### src/rtl/dx_stall_pkg.sv
package dx_stall_pkg;

  localparam int unsigned CLS_W = 4;

  typedef enum logic [CLS_W-1:0] {
    IC_INT    = 4'd0,
    IC_CSR    = 4'd1,
    IC_LOAD   = 4'd2,
    IC_STORE  = 4'd3,
    IC_MUL    = 4'd4,
    IC_DIV    = 4'd5,
    IC_JUMP   = 4'd6,
    IC_BRANCH = 4'd7,
    IC_FENCEI = 4'd8
  } iclass_e;

  typedef enum logic [2:0] {
    PH_ISSUE = 3'd0,
    PH_MEM   = 3'd1,
    PH_MD    = 3'd2,
    PH_TGT   = 3'd3,
    PH_FETCH = 3'd4
  } phase_e;

  // What the issue cycle needs to know about an instruction
  typedef struct packed {
    logic mem;   // waits on the data-memory response
    logic load;  // response carries register data
    logic md;    // waits on the multiply/divide unit
    logic jmp;   // redirects fetch unconditionally
    logic br;    // conditional redirect
  } kind_t;

endpackage

### src/rtl/dx_class_decode.sv
module dx_class_decode
  import dx_stall_pkg::*;
(
  input  logic [CLS_W-1:0] cls,
  output kind_t            kind
);

  always_comb begin
    kind = '0;
    case (iclass_e'(cls))
      IC_LOAD:   begin kind.mem = 1'b1; kind.load = 1'b1; end
      IC_STORE:  kind.mem = 1'b1;
      IC_MUL,
      IC_DIV:    kind.md  = 1'b1;
      IC_JUMP,
      IC_FENCEI: kind.jmp = 1'b1;
      IC_BRANCH: kind.br  = 1'b1;
      default:   kind = '0;  // integer, CSR and unused codes finish at once
    endcase
  end

endmodule

### src/rtl/dx_phase_reg.sv
module dx_phase_reg
  import dx_stall_pkg::*;
(
  input  logic   clk,
  input  logic   rst,
  input  phase_e nxt_phase,
  input  logic   capture,
  input  logic   load_in,
  output phase_e phase,
  output logic   held_load
);

  always_ff @(posedge clk) begin
    if (rst) begin
      phase     <= PH_ISSUE;
      held_load <= 1'b0;
    end else begin
      phase <= nxt_phase;
      if (capture) held_load <= load_in;
    end
  end

endmodule

### src/rtl/dx_step_logic.sv
module dx_step_logic
  import dx_stall_pkg::*;
#(
  parameter int unsigned BRANCH_TGT_ADDER = 0
) (
  input  phase_e phase,
  input  logic   held_load,
  input  logic   id_valid,
  input  kind_t  kind,
  input  logic   br_taken,
  input  logic   dmem_rvalid,
  input  logic   dmem_err,
  input  logic   md_done,
  input  logic   fetch_valid,
  output phase_e nxt_phase,
  output logic   capture,
  output logic   done,
  output logic   redirect,
  output logic   ld_we,
  output logic   stall
);

  // Whether a taken branch redirects in its issue cycle
  logic tgt_now;

  generate
    if (BRANCH_TGT_ADDER != 0) begin : g_tgt_adder
      assign tgt_now = 1'b1;
    end else begin : g_tgt_shared_alu
      assign tgt_now = 1'b0;
    end
  endgenerate

  logic issuing;
  assign issuing = (phase == PH_ISSUE) && id_valid;
  assign capture = issuing;

  always_comb begin
    nxt_phase = phase;
    done      = 1'b0;
    redirect  = 1'b0;
    ld_we     = 1'b0;
    case (phase)
      PH_ISSUE: begin
        if (id_valid) begin
          if (kind.mem) begin
            nxt_phase = PH_MEM;
          end else if (kind.md) begin
            if (md_done) done = 1'b1;
            else         nxt_phase = PH_MD;
          end else if (kind.jmp) begin
            redirect  = 1'b1;
            nxt_phase = PH_FETCH;
          end else if (kind.br && br_taken) begin
            if (tgt_now) begin
              redirect  = 1'b1;
              nxt_phase = PH_FETCH;
            end else begin
              nxt_phase = PH_TGT;
            end
          end else begin
            done = 1'b1;
          end
        end
      end
      PH_MEM: begin
        if (dmem_rvalid) begin
          done  = 1'b1;
          ld_we = held_load & ~dmem_err;
        end
      end
      PH_MD: begin
        if (md_done) done = 1'b1;
      end
      PH_TGT: begin
        redirect  = 1'b1;
        nxt_phase = PH_FETCH;
      end
      PH_FETCH: begin
        if (fetch_valid) done = 1'b1;
      end
      default: nxt_phase = PH_ISSUE;
    endcase
    if (done) nxt_phase = PH_ISSUE;
  end

  assign stall = ((phase != PH_ISSUE) || id_valid) && !done;

endmodule

### src/rtl/dx_stall_ctrl.sv
module dx_stall_ctrl
  import dx_stall_pkg::*;
#(
  parameter int unsigned BRANCH_TGT_ADDER = 0
) (
  input  logic             clk,
  input  logic             rst,
  input  logic             id_valid,
  input  logic [CLS_W-1:0] id_class,
  input  logic             br_taken,
  input  logic             dmem_rvalid,
  input  logic             dmem_err,
  input  logic             md_done,
  input  logic             fetch_valid,
  output logic             stall,
  output logic             fetch_redirect,
  output logic             rf_load_we,
  output logic             retire
);

  kind_t  kind;
  phase_e phase;
  phase_e nxt_phase;
  logic   held_load;
  logic   capture;
  logic   done;

  dx_class_decode u_decode (
    .cls  (id_class),
    .kind (kind)
  );

  dx_step_logic #(
    .BRANCH_TGT_ADDER (BRANCH_TGT_ADDER)
  ) u_step (
    .phase       (phase),
    .held_load   (held_load),
    .id_valid    (id_valid),
    .kind        (kind),
    .br_taken    (br_taken),
    .dmem_rvalid (dmem_rvalid),
    .dmem_err    (dmem_err),
    .md_done     (md_done),
    .fetch_valid (fetch_valid),
    .nxt_phase   (nxt_phase),
    .capture     (capture),
    .done        (done),
    .redirect    (fetch_redirect),
    .ld_we       (rf_load_we),
    .stall       (stall)
  );

  dx_phase_reg u_phase (
    .clk       (clk),
    .rst       (rst),
    .nxt_phase (nxt_phase),
    .capture   (capture),
    .load_in   (kind.load),
    .phase     (phase),
    .held_load (held_load)
  );

  assign retire = done;

endmodule

### config.mk
export PLATFORM = sky130hd
export DESIGN_NAME = dx_stall_ctrl
export DESIGN_NICKNAME = d
export VERILOG_FILES = /design/src/rtl/dx_stall_pkg.sv /design/src/rtl/dx_class_decode.sv /design/src/rtl/dx_phase_reg.sv /design/src/rtl/dx_step_logic.sv /design/src/rtl/dx_stall_ctrl.sv
export SDC_FILE = /design/constraint.sdc
export NUM_CORES = 1
export LEC_CHECK = 0
export ABC_AREA = 1
export ABC_CLOCK_PERIOD_IN_PS = 5600
export BUFFER_PORTS_ARGS = -buffer_cell sky130_fd_sc_hd__buf_2
export CORE_AREA = 2 2 39 41
export DETAILED_ROUTE_END_ITERATION = 12
export DIE_AREA = 0 0 41 43
export HOLD_SLACK_MARGIN = 0.08
export SLEW_MARGIN = 20
export SYNTH_ARGS = -nofsm -noshare
export SYNTH_HDL_FRONTEND = slang
export SYNTH_HIERARCHICAL = 1
export SYNTH_SLANG_ARGS = --single-unit
### constraint.sdc
create_clock -name clk -period 5.6 [get_ports clk]
set_clock_uncertainty 0.1 [all_clocks]
set_input_delay 1.68 -clock clk [delete_from_list [all_inputs] [get_ports clk]]
set_output_delay 1.68 -clock clk [all_outputs]
set_load 0.02 [all_outputs]
==> out/metrics.yaml <==
sta:
  post-route-period-util_pct: 80.6
  slew_violations: 0
  rsz0062_at_grt: "false"
  max_freq_mhz: 222
  tightest_slew_ns: 0.301
  fin_tns_setup_ns: 0
  setup-violations-final: 0
  layout_min_cycle_time_ns: 4.51
  relSlewSlack_pct: 79.8
  hold_viol: 0
power:
  vdd_drop_max_uv: 99.5
  power_uw: 100
  power_leakage_uw: 0.000313
  p_per_area_nw_per_um2: 175
cts:
  cts_made_buffers: 3
  clock_latency_ns: 0.23
  post_cts_buffers: 0
  clk_pin_slew_ns: 0.04
  cts_tree: "done"
  cts_root_buf: "clkbuf_4"
  clkSinkCount: 4
  cts_max_path_buffers: 2
  cts_htree_levels: 1
  ctsHoldBuffers: 0
  post_cts_resized: 0
synth:
  yosysTopAreaCell: "dfxtp_1"
  synthAdderAreaFrac_pct: 0
  yosys.area_share.simple_pct: 62.6
  synthTopCellsByArea: "dfxtp_1 (18%), nand2_1 (17%), inv_1 (15%)"
  synthXorXnorAreaFrac_pct: 0
  synth_compound_area_share_pct: 4.95
  yosysMostFrequentCell: "nand2_1"
  synth.cell_area_um2: 455
  yosysUniqueCellTypes: 15
  yosysWarnings: 6
  ys_ff_latch: 4
  synth_area_per_cell_um2: 5.42
  synth_top_family_by_area: "simple AND/OR/NAND/NOR gates"
  yosys_most_used_dff: "dfxtp_1"
  synth_top_cell_area_share_pct: 17.6
  async_flop_share_pct: 0
  synth.top_cells.by_count: "nand2_1 (21), inv_1 (18), nor2_1 (16)"
  synth.net_count: 96
  synth.area.mux_share_pct: 0
  synth-edff-count: 0
  synth_cells: 84
  ys_seq_area_share_pct: 17.6
die:
  placementRows: 14
  die_height_um: 43
  core_area_um2: 1380
  fp.dieW_um: 41
  start_util_pct: 32.9
  dieArea_um2: 1760
  top_level_ports: 16
cells_and_area:
  drive_gt1_share_pct: 32.4
  fin_nets: 116
  nFillCells: 156
  syn_to_final_growth_pct: 25.8
  post-route-util_pct: 41.4
  register_area_um2: 80.1
  antennaDiodeCount: 0
  multiInputGateArea_um2: 308
grt:
  grt_pass1_vias: 429
  grt_pass1_wl_mm: 1.65
  antenna_found_initial: 0
  grt_max_degree: 8
  grt_use_total_pct: 13.9
  grt_overflow_total: 0
critical_path:
  cp_data_required_time_ns: 3.82
  critPathKind: "in -> out"
  crit_path_frequent_cell: "inv_1"
  start_kind: "primary input"
  crit_arrival_ns: 2.73
  worst_path_max_delay_cell: "or2_1"
  crit_chain: "buf_2, inv_1, nor2_2, inv_1, nor2_1, inv_1, nand2_1, nor3_1, or2_1, buf_2"
  crit_path_end_kind: "primary output"
  max_stage_delay_ns: 0.20
  path_max_fanout: 4
drt:
  num_vias: 517
  drt_iter0_drc: 9
  postRouteAntennaNets: 0
  wl_per_cell_um: 7.92
  dr.pass1.iters: 4
  avgViaCountPerCell: 4.38
  wl_um: 935
  drcViolationCount: 0
place:
  place.gp.congestion: 0.727
  port_buffers: 15
  post-dp-hpwl_um: 772
job:
  max-cap-violations: 0
min_path:
  hold_path.class: "reg -> reg"
outcome:
  status: "finished, final reports clean"
-- power by group --
group | switching (µW) | internal [µW]
Sequential | 1.85 | 30.1
Clock | 10.7 | 23.9
Combinational | 21.0 | 12.8
Total | 33.5 | 66.8
-- layout by cell type, fill, tap and decap left out --
cell,Yosys,final
a21oi_2,2,2
nor4_1,1,1
nand2_2,2,2
nor2_1,16,16
buf_2,0,15
nand3_2,2,2
or2_1,1,1
inv_1,18,18
nand2_1,21,21
nor2_2,7,7
nand3_1,5,5
dfxtp_1,4,4
clkbuf_4,0,3
nor3_1,2,2
nand2_4,1,1
a21oi_1,1,1
nor2_4,1,1
-- cell type report --
type | count | area share [%]
Inverter | 18 | 11.8
Multi-Input combinational cell | 62 | 53.7
Clock buffer | 3 | 3.93
Timing Repair Buffer | 15 | 13.1
Sequential cell | 4 | 14.0
Tap cell | 16 | 3.49
-- cells by family after synthesis --
group | count (synthesis)
and+or+nand+nor | 59
buffers and inverters | 18
DFF | 4
AOI/OAI and AO/OA | 3
-- routing by layer --
layer	track usage (%)	vias to the layer above	part of all wire [%]
met5	0	-	0
li1	-	287	-
met3	1.57	2	3.4
met1	19.3	221	49
met2	17.8	7	47
met4	12.0	0	0.86
-- sequential cells by signal (all words and copies together), names as in the netlist --
name	flops
u_phase/phase	3
u_phase/held_load	1
-- per-stage QoR --
| stage | cells | hold slack (ns) | instance area, µm² | setup WS, ns |
|---|---|---|---|---|
| 6_report | 118 | 0.398 | 573 | 1.09 |
| 3_5_place_dp | 115 | 0.392 | 551 | 1.08 |
| 3_3_place_gp | 115 | 0.379 | 551 | 1.10 |
| 4_1_cts | 118 | 0.404 | 573 | 1.08 |
| 2_1_floorplan | 84 | 0.363 | 455 | 1.25 |
| 5_1_grt | 118 | 0.426 | 573 | 0.924 |
-- final timing paths --
kind                      from                end  slack (ns)  cells past startpoint
max                id_class[2]     fetch_redirect        1.09                     10
min          u_phase/held_load  u_phase/held_load        0.40                      2
max reg2reg   u_phase/phase[0]   u_phase/phase[2]        4.28                      7
min reg2reg  u_phase/held_load  u_phase/held_load        0.40                      2
-- worst max-delay path: cells and delay by family --
| family | cells | cell delay, ns |
|---|---|---|
| buf+inv | 5 | 0.43 |
| simple gates | 5 | 0.63 |
Note: power is estimated with default switching activity, not from simulation.
